$ cat config.mk
export PLATFORM = sky130hd
export DESIGN_NAME = bfp_block_normalizer
export DESIGN_NICKNAME = d
export VERILOG_FILES = /design/src/rtl/bfpn_pkg.sv /design/src/rtl/bfpn_sign_count.sv /design/src/rtl/bfpn_sample_store.sv /design/src/rtl/bfpn_exp_table.sv /design/src/rtl/bfp_block_normalizer.sv
export SDC_FILE = /design/constraint.sdc
export NUM_CORES = 2
export LEC_CHECK = 0
export CORE_MARGIN = 5
export CORE_UTILIZATION = 40
export DETAILED_ROUTE_END_ITERATION = 10
export GPL_TIMING_DRIVEN = 0
export PLACE_DENSITY = 0.56
export RECOVER_POWER = 50
export SYNTH_ARGS = -nofsm -noshare
export SYNTH_HDL_FRONTEND = slang
export SYNTH_SLANG_ARGS = --single-unit
$ cat constraint.sdc
create_clock -name clk -period 3.4 [get_ports clk]
set_input_delay 0.34 -clock clk [delete_from_list [all_inputs] [get_ports clk]]
set_output_delay 0.34 -clock clk [all_outputs]
set_load 0.03 [all_outputs]
$ cat src/rtl/bfpn_pkg.sv
package bfpn_pkg;
    typedef enum logic [0:0] {
        DR_IDLE = 1'b0,
        DR_RUN  = 1'b1
    } drain_st_e;
endpackage

$ cat src/rtl/bfpn_sign_count.sv
module bfpn_sign_count #(
    parameter int W  = 11,
    parameter int EW = 4
) (
    input  logic [W-1:0]  val,
    output logic [EW-1:0] cnt
);
    logic [EW-1:0] cnt_v;
    logic          run_v;

    always_comb begin
        cnt_v = '0;
        run_v = 1'b1;
        for (int i = W - 2; i >= 0; i--) begin
            if (run_v && (val[i] == val[W-1])) begin
                cnt_v = cnt_v + 1'b1;
            end else begin
                run_v = 1'b0;
            end
        end
        cnt = cnt_v;
    end
endmodule

$ cat src/rtl/bfpn_sample_store.sv
module bfpn_sample_store #(
    parameter int WORD_W = 22,
    parameter int DEPTH  = 64,
    localparam int AW    = $clog2(DEPTH)
) (
    input  logic              clk,
    input  logic              wr_en,
    input  logic              wr_bank,
    input  logic [AW-1:0]     wr_addr,
    input  logic [WORD_W-1:0] wr_data,
    input  logic              rd_bank,
    input  logic [AW-1:0]     rd_addr,
    output logic [WORD_W-1:0] rd_data
);
    logic [1:0][WORD_W-1:0] bank_rd;

    for (genvar b = 0; b < 2; b++) begin : g_bank
        logic [WORD_W-1:0] mem [DEPTH];

        always_ff @(posedge clk) begin
            if (wr_en && (wr_bank == 1'(b))) begin
                mem[wr_addr] <= wr_data;
            end
        end

        assign bank_rd[b] = mem[rd_addr];
    end

    assign rd_data = bank_rd[rd_bank];
endmodule

$ cat src/rtl/bfpn_exp_table.sv
module bfpn_exp_table #(
    parameter int NUM_ENT = 128,
    parameter int EW      = 4,
    localparam int IW     = $clog2(NUM_ENT)
) (
    input  logic          clk,
    input  logic          rst_n,
    input  logic          we,
    input  logic [IW-1:0] wa,
    input  logic [EW-1:0] wd,
    input  logic [IW-1:0] ra,
    output logic [EW-1:0] rd
);
    logic [NUM_ENT-1:0][EW-1:0] tab_d;
    logic [NUM_ENT-1:0][EW-1:0] tab_q;

    always_comb begin
        tab_d = tab_q;
        if (we) begin
            tab_d[wa] = wd;
        end
    end

    always_ff @(posedge clk or negedge rst_n) begin
        if (!rst_n) begin
            tab_q <= '0;
        end else begin
            tab_q <= tab_d;
        end
    end

    // Pending write is forwarded to a read of the same entry.
    assign rd = (we && (ra == wa)) ? wd : tab_q[ra];
endmodule

$ cat src/rtl/bfp_block_normalizer.sv
module bfp_block_normalizer #(
    parameter int DATA_W  = 11,
    parameter int BLK_LEN = 64,
    parameter int NUM_BLK = 128,
    parameter int EXP_W   = 4
) (
    input  logic                       clk,
    input  logic                       rst_n,
    input  logic                       in_valid,
    input  logic                       in_first,
    input  logic                       in_last,
    input  logic [$clog2(NUM_BLK)-1:0] in_blk,
    input  logic [DATA_W-1:0]          in_re,
    input  logic [DATA_W-1:0]          in_im,
    input  logic [$clog2(NUM_BLK)-1:0] tbl_rd_idx,
    output logic [EXP_W-1:0]           tbl_rd_exp,
    output logic                       out_valid,
    output logic                       out_first,
    output logic                       out_last,
    output logic [$clog2(NUM_BLK)-1:0] out_blk,
    output logic [EXP_W-1:0]           out_exp,
    output logic [DATA_W-1:0]          out_re,
    output logic [DATA_W-1:0]          out_im
);
    import bfpn_pkg::*;

    localparam int AW = $clog2(BLK_LEN);
    localparam int IW = $clog2(NUM_BLK);
    localparam logic [EXP_W-1:0] MAX_SHIFT = EXP_W'(DATA_W - 1);
    localparam logic [EXP_W-1:0] ZERO_EXP  = '1;

    typedef struct packed {
        logic                      wr_bank;
        logic [AW-1:0]             wr_ptr;
        logic [EXP_W-1:0]          run_min;
        logic                      run_nz;
        logic [1:0]                full;
        logic [1:0][AW-1:0]        m_len;
        logic [1:0][EXP_W-1:0]     m_exp;
        logic [1:0][IW-1:0]        m_blk;
        logic                      tbl_we;
        logic [IW-1:0]             tbl_wa;
        logic [EXP_W-1:0]          tbl_wd;
        drain_st_e                 st;
        logic                      rd_bank;
        logic [AW-1:0]             rd_ptr;
        logic                      o_valid;
        logic                      o_first;
        logic                      o_last;
        logic [IW-1:0]             o_blk;
        logic [EXP_W-1:0]          o_exp;
        logic [DATA_W-1:0]         o_re;
        logic [DATA_W-1:0]         o_im;
    } ctl_t;

    ctl_t s_d;
    ctl_t s_q;

    logic [1:0][DATA_W-1:0] lane_val;
    logic [1:0][EXP_W-1:0]  lane_cnt;
    logic [EXP_W-1:0]       lane_min;
    logic [EXP_W-1:0]       base_min;
    logic                   base_nz;
    logic [EXP_W-1:0]       blk_min;
    logic                   blk_nz;
    logic [EXP_W-1:0]       blk_exp;
    logic [AW-1:0]          cur_ptr;
    logic                   wr_en;
    logic [2*DATA_W-1:0]    rd_word;
    logic [DATA_W-1:0]      st_re;
    logic [DATA_W-1:0]      st_im;

    // Signals brought out for the bound checker.
    logic                   tbl_we_w;
    logic [IW-1:0]          tbl_wa_w;
    logic [EXP_W-1:0]       tbl_wd_w;

    assign lane_val = {in_im, in_re};

    for (genvar g = 0; g < 2; g++) begin : g_lane
        bfpn_sign_count #(
            .W  (DATA_W),
            .EW (EXP_W)
        ) u_cnt (
            .val (lane_val[g]),
            .cnt (lane_cnt[g])
        );
    end

    bfpn_sample_store #(
        .WORD_W (2 * DATA_W),
        .DEPTH  (BLK_LEN)
    ) u_store (
        .clk     (clk),
        .wr_en   (wr_en),
        .wr_bank (s_q.wr_bank),
        .wr_addr (cur_ptr),
        .wr_data ({in_im, in_re}),
        .rd_bank (s_q.rd_bank),
        .rd_addr (s_q.rd_ptr),
        .rd_data (rd_word)
    );

    bfpn_exp_table #(
        .NUM_ENT (NUM_BLK),
        .EW      (EXP_W)
    ) u_table (
        .clk   (clk),
        .rst_n (rst_n),
        .we    (s_q.tbl_we),
        .wa    (s_q.tbl_wa),
        .wd    (s_q.tbl_wd),
        .ra    (tbl_rd_idx),
        .rd    (tbl_rd_exp)
    );

    assign st_re = rd_word[DATA_W-1:0];
    assign st_im = rd_word[2*DATA_W-1:DATA_W];

    always_comb begin
        s_d           = s_q;
        s_d.tbl_we    = 1'b0;
        s_d.o_valid   = 1'b0;
        s_d.o_first   = 1'b0;
        s_d.o_last    = 1'b0;
        wr_en         = 1'b0;

        // Collection side: running minimum of sign-bit counts.
        cur_ptr  = in_first ? '0 : s_q.wr_ptr;
        base_min = in_first ? MAX_SHIFT : s_q.run_min;
        base_nz  = in_first ? 1'b0 : s_q.run_nz;
        lane_min = (lane_cnt[0] < lane_cnt[1]) ? lane_cnt[0] : lane_cnt[1];
        blk_min  = (lane_min < base_min) ? lane_min : base_min;
        blk_nz   = base_nz | (|in_re) | (|in_im);
        blk_exp  = blk_nz ? blk_min : ZERO_EXP;

        if (in_valid) begin
            wr_en = 1'b1;
            if (in_last) begin
                s_d.full[s_q.wr_bank]  = 1'b1;
                s_d.m_len[s_q.wr_bank] = cur_ptr;
                s_d.m_exp[s_q.wr_bank] = blk_exp;
                s_d.m_blk[s_q.wr_bank] = in_blk;
                s_d.tbl_we             = 1'b1;
                s_d.tbl_wa             = in_blk;
                s_d.tbl_wd             = blk_exp;
                s_d.wr_bank            = ~s_q.wr_bank;
                s_d.wr_ptr             = '0;
                s_d.run_min            = MAX_SHIFT;
                s_d.run_nz             = 1'b0;
            end else begin
                s_d.wr_ptr  = cur_ptr + 1'b1;
                s_d.run_min = blk_min;
                s_d.run_nz  = blk_nz;
            end
        end

        // Replay side: one shifted sample per cycle.
        case (s_q.st)
            DR_RUN: begin
                s_d.o_valid = 1'b1;
                s_d.o_first = (s_q.rd_ptr == '0);
                s_d.o_last  = (s_q.rd_ptr == s_q.m_len[s_q.rd_bank]);
                s_d.o_blk   = s_q.m_blk[s_q.rd_bank];
                s_d.o_exp   = s_q.m_exp[s_q.rd_bank];
                s_d.o_re    = st_re << s_q.m_exp[s_q.rd_bank];
                s_d.o_im    = st_im << s_q.m_exp[s_q.rd_bank];
                if (s_q.rd_ptr == s_q.m_len[s_q.rd_bank]) begin
                    s_d.full[s_q.rd_bank] = 1'b0;
                    s_d.rd_bank           = ~s_q.rd_bank;
                    s_d.rd_ptr            = '0;
                    s_d.st                = s_d.full[~s_q.rd_bank] ? DR_RUN : DR_IDLE;
                end else begin
                    s_d.rd_ptr = s_q.rd_ptr + 1'b1;
                end
            end
            default: begin
                if (s_d.full[s_q.rd_bank]) begin
                    s_d.st     = DR_RUN;
                    s_d.rd_ptr = '0;
                end
            end
        endcase
    end

    always_ff @(posedge clk or negedge rst_n) begin
        if (!rst_n) begin
            s_q         <= '0;
            s_q.run_min <= MAX_SHIFT;
        end else begin
            s_q <= s_d;
        end
    end

    assign out_valid = s_q.o_valid;
    assign out_first = s_q.o_first;
    assign out_last  = s_q.o_last;
    assign out_blk   = s_q.o_blk;
    assign out_exp   = s_q.o_exp;
    assign out_re    = s_q.o_re;
    assign out_im    = s_q.o_im;

    assign tbl_we_w  = s_q.tbl_we;
    assign tbl_wa_w  = s_q.tbl_wa;
    assign tbl_wd_w  = s_q.tbl_wd;
endmodule

==> out/summary.log <==
INFO  clock_tree     clk-insertion-delay-late=990ps
INFO  layout         area.growth.synth_to_final=22.8%
INFO  synthesis      synth.top_cells.by_area=edfxtp_1, mux4_2, dfrtp_1
INFO  timing         fin_worst_skew=126ps
INFO  synthesis      synth_compound_gate_area_share=0.0238
INFO  clock_tree     cts_max_level=5
INFO  floorplan      rows=216
INFO  synthesis      yosys.area_share.xor_xnor=0.00182
INFO  synthesis      synth_top_family_by_area=multiplexers
INFO  layout         fillCellCount=28.1k
INFO  synthesis      synthesis.area_per_instance=19.7um2
INFO  placement      placedCellCount=11.9k
INFO  synthesis      yosys_warnings=0
INFO  job            maxCapViolCount=32
INFO  min_path       hold_depth=1
INFO  routing        drt-pass1-iter-count=8
INFO  critical_path  timing.critical_path.mode_cell=ha_4
INFO  placement      detailedPlacementHpwl=370,000um
INFO  clock_tree     cts.clk_slew.worst_paths=60ps
INFO  floorplan      die_height=600um
INFO  clock_tree     cts_buffers=367
INFO  clock_tree     cts_root_buf=clkbuf_16
INFO  critical_path  crit_path_end_kind=flip-flop
INFO  timing         max_slew.worst_pin.slew=3320ps
INFO  synthesis      synthMuxAreaShare=0.207
INFO  power          swShare=0.311
INFO  synthesis      syn_area=139,000um2
INFO  critical_path  critical-path-max-stage-delay=590ps
INFO  power          comb_power_share=0.274
INFO  synthesis      synthDistinctLibCells=85
INFO  layout         final_nets=8,141
INFO  layout         fin_cells=13.0k
INFO  routing        dr.first_iter.drc_count=14.8k
INFO  timing         hold_ws=10.9ps
INFO  synthesis      yosys_reg_bits=3,432
INFO  synthesis      synthArstFlopShare=0.179
INFO  layout         post_route_cells_drive_above_1_share=0.382
INFO  critical_path  rr_worst_depth=13
INFO  run_status     violations=max-capacitance violations, max-slew violations, negative setup slack
INFO  timing         finalCritPeriodShare=1.83
INFO  global_route   wire_length_of_the_first_global_routing_pass=746,000um
INFO  routing        route.detailed.drc=0
INFO  synthesis      dominantRegCellSynth=edfxtp_1
INFO  global_route   total_global_routing_track_utilization=0.312
INFO  critical_path  crit_slowest_cell=or4_4
INFO  synthesis      share_of_the_synthesized_area_in_the_top_cell_type=0.608
INFO  floorplan      number_of_top_level_pins=81
INFO  power          leakagePower=0.0586uW
INFO  critical_path  critical_path_class=input port to flip-flop
INFO  synthesis      netlist_instances=7,055
INFO  timing         finalCriticalPeriod=6220ps
INFO  min_path       min-delay-path-class=input port to flip-flop
INFO  critical_path  cp_data_required_time=4260ps
INFO  clock_tree     cts.sinks=3,432
INFO  placement      globalplace.congestion=1.00
INFO  synthesis      post_synth_fa_ha_maj_area_fraction=0.00223
INFO  global_route   pin_count_of_the_biggest_net_entering_global_routing=132
INFO  timing         setup_repair_after_global_routing_missed_its_margin=true
INFO  timing         layout_setup_ws=-2820ps
INFO  critical_path  cp_max_fo=11
INFO  power          irDropWorstVdd=446uV
INFO  timing         hold_viol_final=0
INFO  critical_path  cp-start-kind=input port
INFO  floorplan      horizontal_extent_of_the_die=600um
INFO  synthesis      synth_simple_gate_area_share=0.0294
INFO  synthesis      synth-edff-count=2,816
INFO  routing        routedWlPerCell=43.9um
INFO  floorplan      initial_utilization=0.402
INFO  routing        detail-route-antenna-nets=0
INFO  power          power_density_of_the_placed_cells=698nW/um2
INFO  clock_tree     cts_max_path_buffers=4
INFO  routing        drt_wl_total=571,000um
INFO  timing         timing.setup.tns=-63,100ps
INFO  floorplan      core=346,000um2
INFO  power          cellInternalPower=82,200uW
INFO  power          total_power=119,000uW
INFO  power          clock_power_share=0.334
INFO  placement      portBuffers=72
INFO  global_route   gr-total-overflow=0
INFO  layout         final_core_utilization=0.493
INFO  synthesis      register_area_share_after_synthesis=0.718
INFO  routing        dr_total_vias=84.4k
INFO  global_route   grt_pass1_vias=80.2k
INFO  floorplan      die-area=360,000um2
INFO  routing        viasPerCell=6.49
INFO  timing         slew-limit-headroom=-1.21
INFO  power          pwr-share-seq=0.392
INFO  power          power.net_switching=37,000uW
INFO  global_route   initial_antenna_violation_count=59
INFO  synthesis      synth.net_count=7,120
INFO  timing         timing_max_transition_violations_final=1,553
INFO  run_status     status=finished, violations left
INFO  timing         max_clock_freq=161MHz
INFO  critical_path  arrival=7080ps
INFO  clock_tree     tritoncts=built
INFO  synthesis      synth_largest_area_cell=edfxtp_1
INFO  timing         setup-violations-final=199
[critical path, delay by kind of cell]
family	cells	cell delay, ps
mux	4	1040
fa+ha+maj	6	1460
simple gates	4	880
xor+xnor	1	180
compound gates	14	2800
buf+inv	4	310
[state kept, by name, summed over array words and instances, names as in the netlist]
signal              count
out_blk                 7
out_exp                 4
out_first               1
out_im                 11
out_last                1
out_re                 11
out_valid               1
s_q                    56
tbl_wa_w                7
tbl_wd_w                4
tbl_we_w                1
u_store.g_bank.mem   2816
u_table.tab_q         512
[power by group through the flow]
stage,clock network (uW),logic (uW),registers [uW]
after detailed placement,0,26000,47600
after global placement,0,25400,47800
final,39800,32700,46800
after floorplan,0,13500,47400
after global routing,41800,32800,46800
after CTS,39900,30500,46800
[final cells by class]
type	count	area, um2	share of cell area
Sequential cell	3432	100000	0.585
Multi-Input combinational cell	3147	39600	0.232
Clock buffer	487	10000	0.0585
Timing Repair Buffer	664	8960	0.0524
Tap cell	4578	5730	0.0335
Buffer	424	4610	0.0270
Clock inverter	186	1790	0.0105
Inverter	40	180	0.00105
Antenna cell	53	133	0.000776
[path summary, 6_finish.rpt]
check                                                           to                 from  slack, ps
hold / removal             u_store.g_bank[0].mem[16][17]$_DFFE_PP_             in_im[6]         10
min in group asynchronous           u_table.tab_q[171]$_DFFE_PN0P_                rst_n        570
setup / recovery                               s_q[70]$_DFFE_PN0P_             in_re[6]      -2820
setup reg to reg                            out_re[10]$_DFFE_PN0P_  s_q[38]$_DFFE_PN0P_      -1350
hold reg to reg                                s_q[81]$_DFFE_PN0P_  s_q[81]$_DFFE_PN0P_        480
max in group asynchronous           u_table.tab_q[463]$_DFFE_PN0P_                rst_n       1600
[metrics by stage]
step	worst slack (ps)	cell area (um2)
floorplan	-3190	139000
global placement	-25040	146000
detailed placement	-5510	151000
CTS	-3020	170000
global route	-3040	171000
finish	-2820	171000
[cell families (layout without fill, tap and decap cells)]
logic type / after synthesis / after routing
adder cells (fa/ha/maj): 25 / 25
other: 0 / 53
flip-flops: 3432 / 3432
AND/OR/NAND/NOR: 937 / 938
AO/OA/AOI/OAI: 480 / 480
buffers and inverters: 477 / 1801
multiplexers: 1675 / 1675
XOR/XNOR: 29 / 29
[cells in the mapped netlist (51+ instances only)]
cell	n
mux2i_1	229
nor2_1	289
o21ai_0	96
a21oi_1	85
mux2_2	542
clkbuf_1	200
o22ai_1	51
buf_4	80
dfrtp_1	614
buf_2	69
nand2_1	382
mux4_2	882
edfxtp_1	2816
buf_1	63
nand3_1	77
[timing repair]
item,4_1_cts,5_1_grt
pin swaps,123,83
buffers inserted,205,119
hold buffers,63,2
gates cloned,17,1
setup endpoints to repair,1281,197
hold endpoints to repair,1298,12
gates resized for setup,1010,150
[placed cells by master, fill, tap and decap left out, types with 62 or more instances in the layout]
master / synthesis / final
dfrtp_1: 614 / 611
o21ai_0: 96 / 62
mux2i_1: 229 / 184
buf_16: 0 / 93
edfxtp_1: 2816 / 2816
nand2_1: 382 / 367
clkinv_2: 0 / 64
clkinv_1: 4 / 66
clkbuf_16: 0 / 390
buf_6: 21 / 70
mux4_2: 882 / 885
nor2_4: 0 / 137
buf_4: 80 / 282
buf_12: 1 / 232
nand3_1: 77 / 63
a21oi_1: 85 / 64
clkbuf_1: 200 / 247
nor2_1: 289 / 137
mux2_2: 542 / 537
[per-layer routing]
layer	routed length, um	vias to the layer above	global-route usage
li1	-	30900	-
met1	206000	45300	0.414
met2	241000	6720	0.447
met3	84700	1457	0.122
met4	38300	14	0.159
met5	418	-	0.00174
Power figures use the tool's default switching activity.
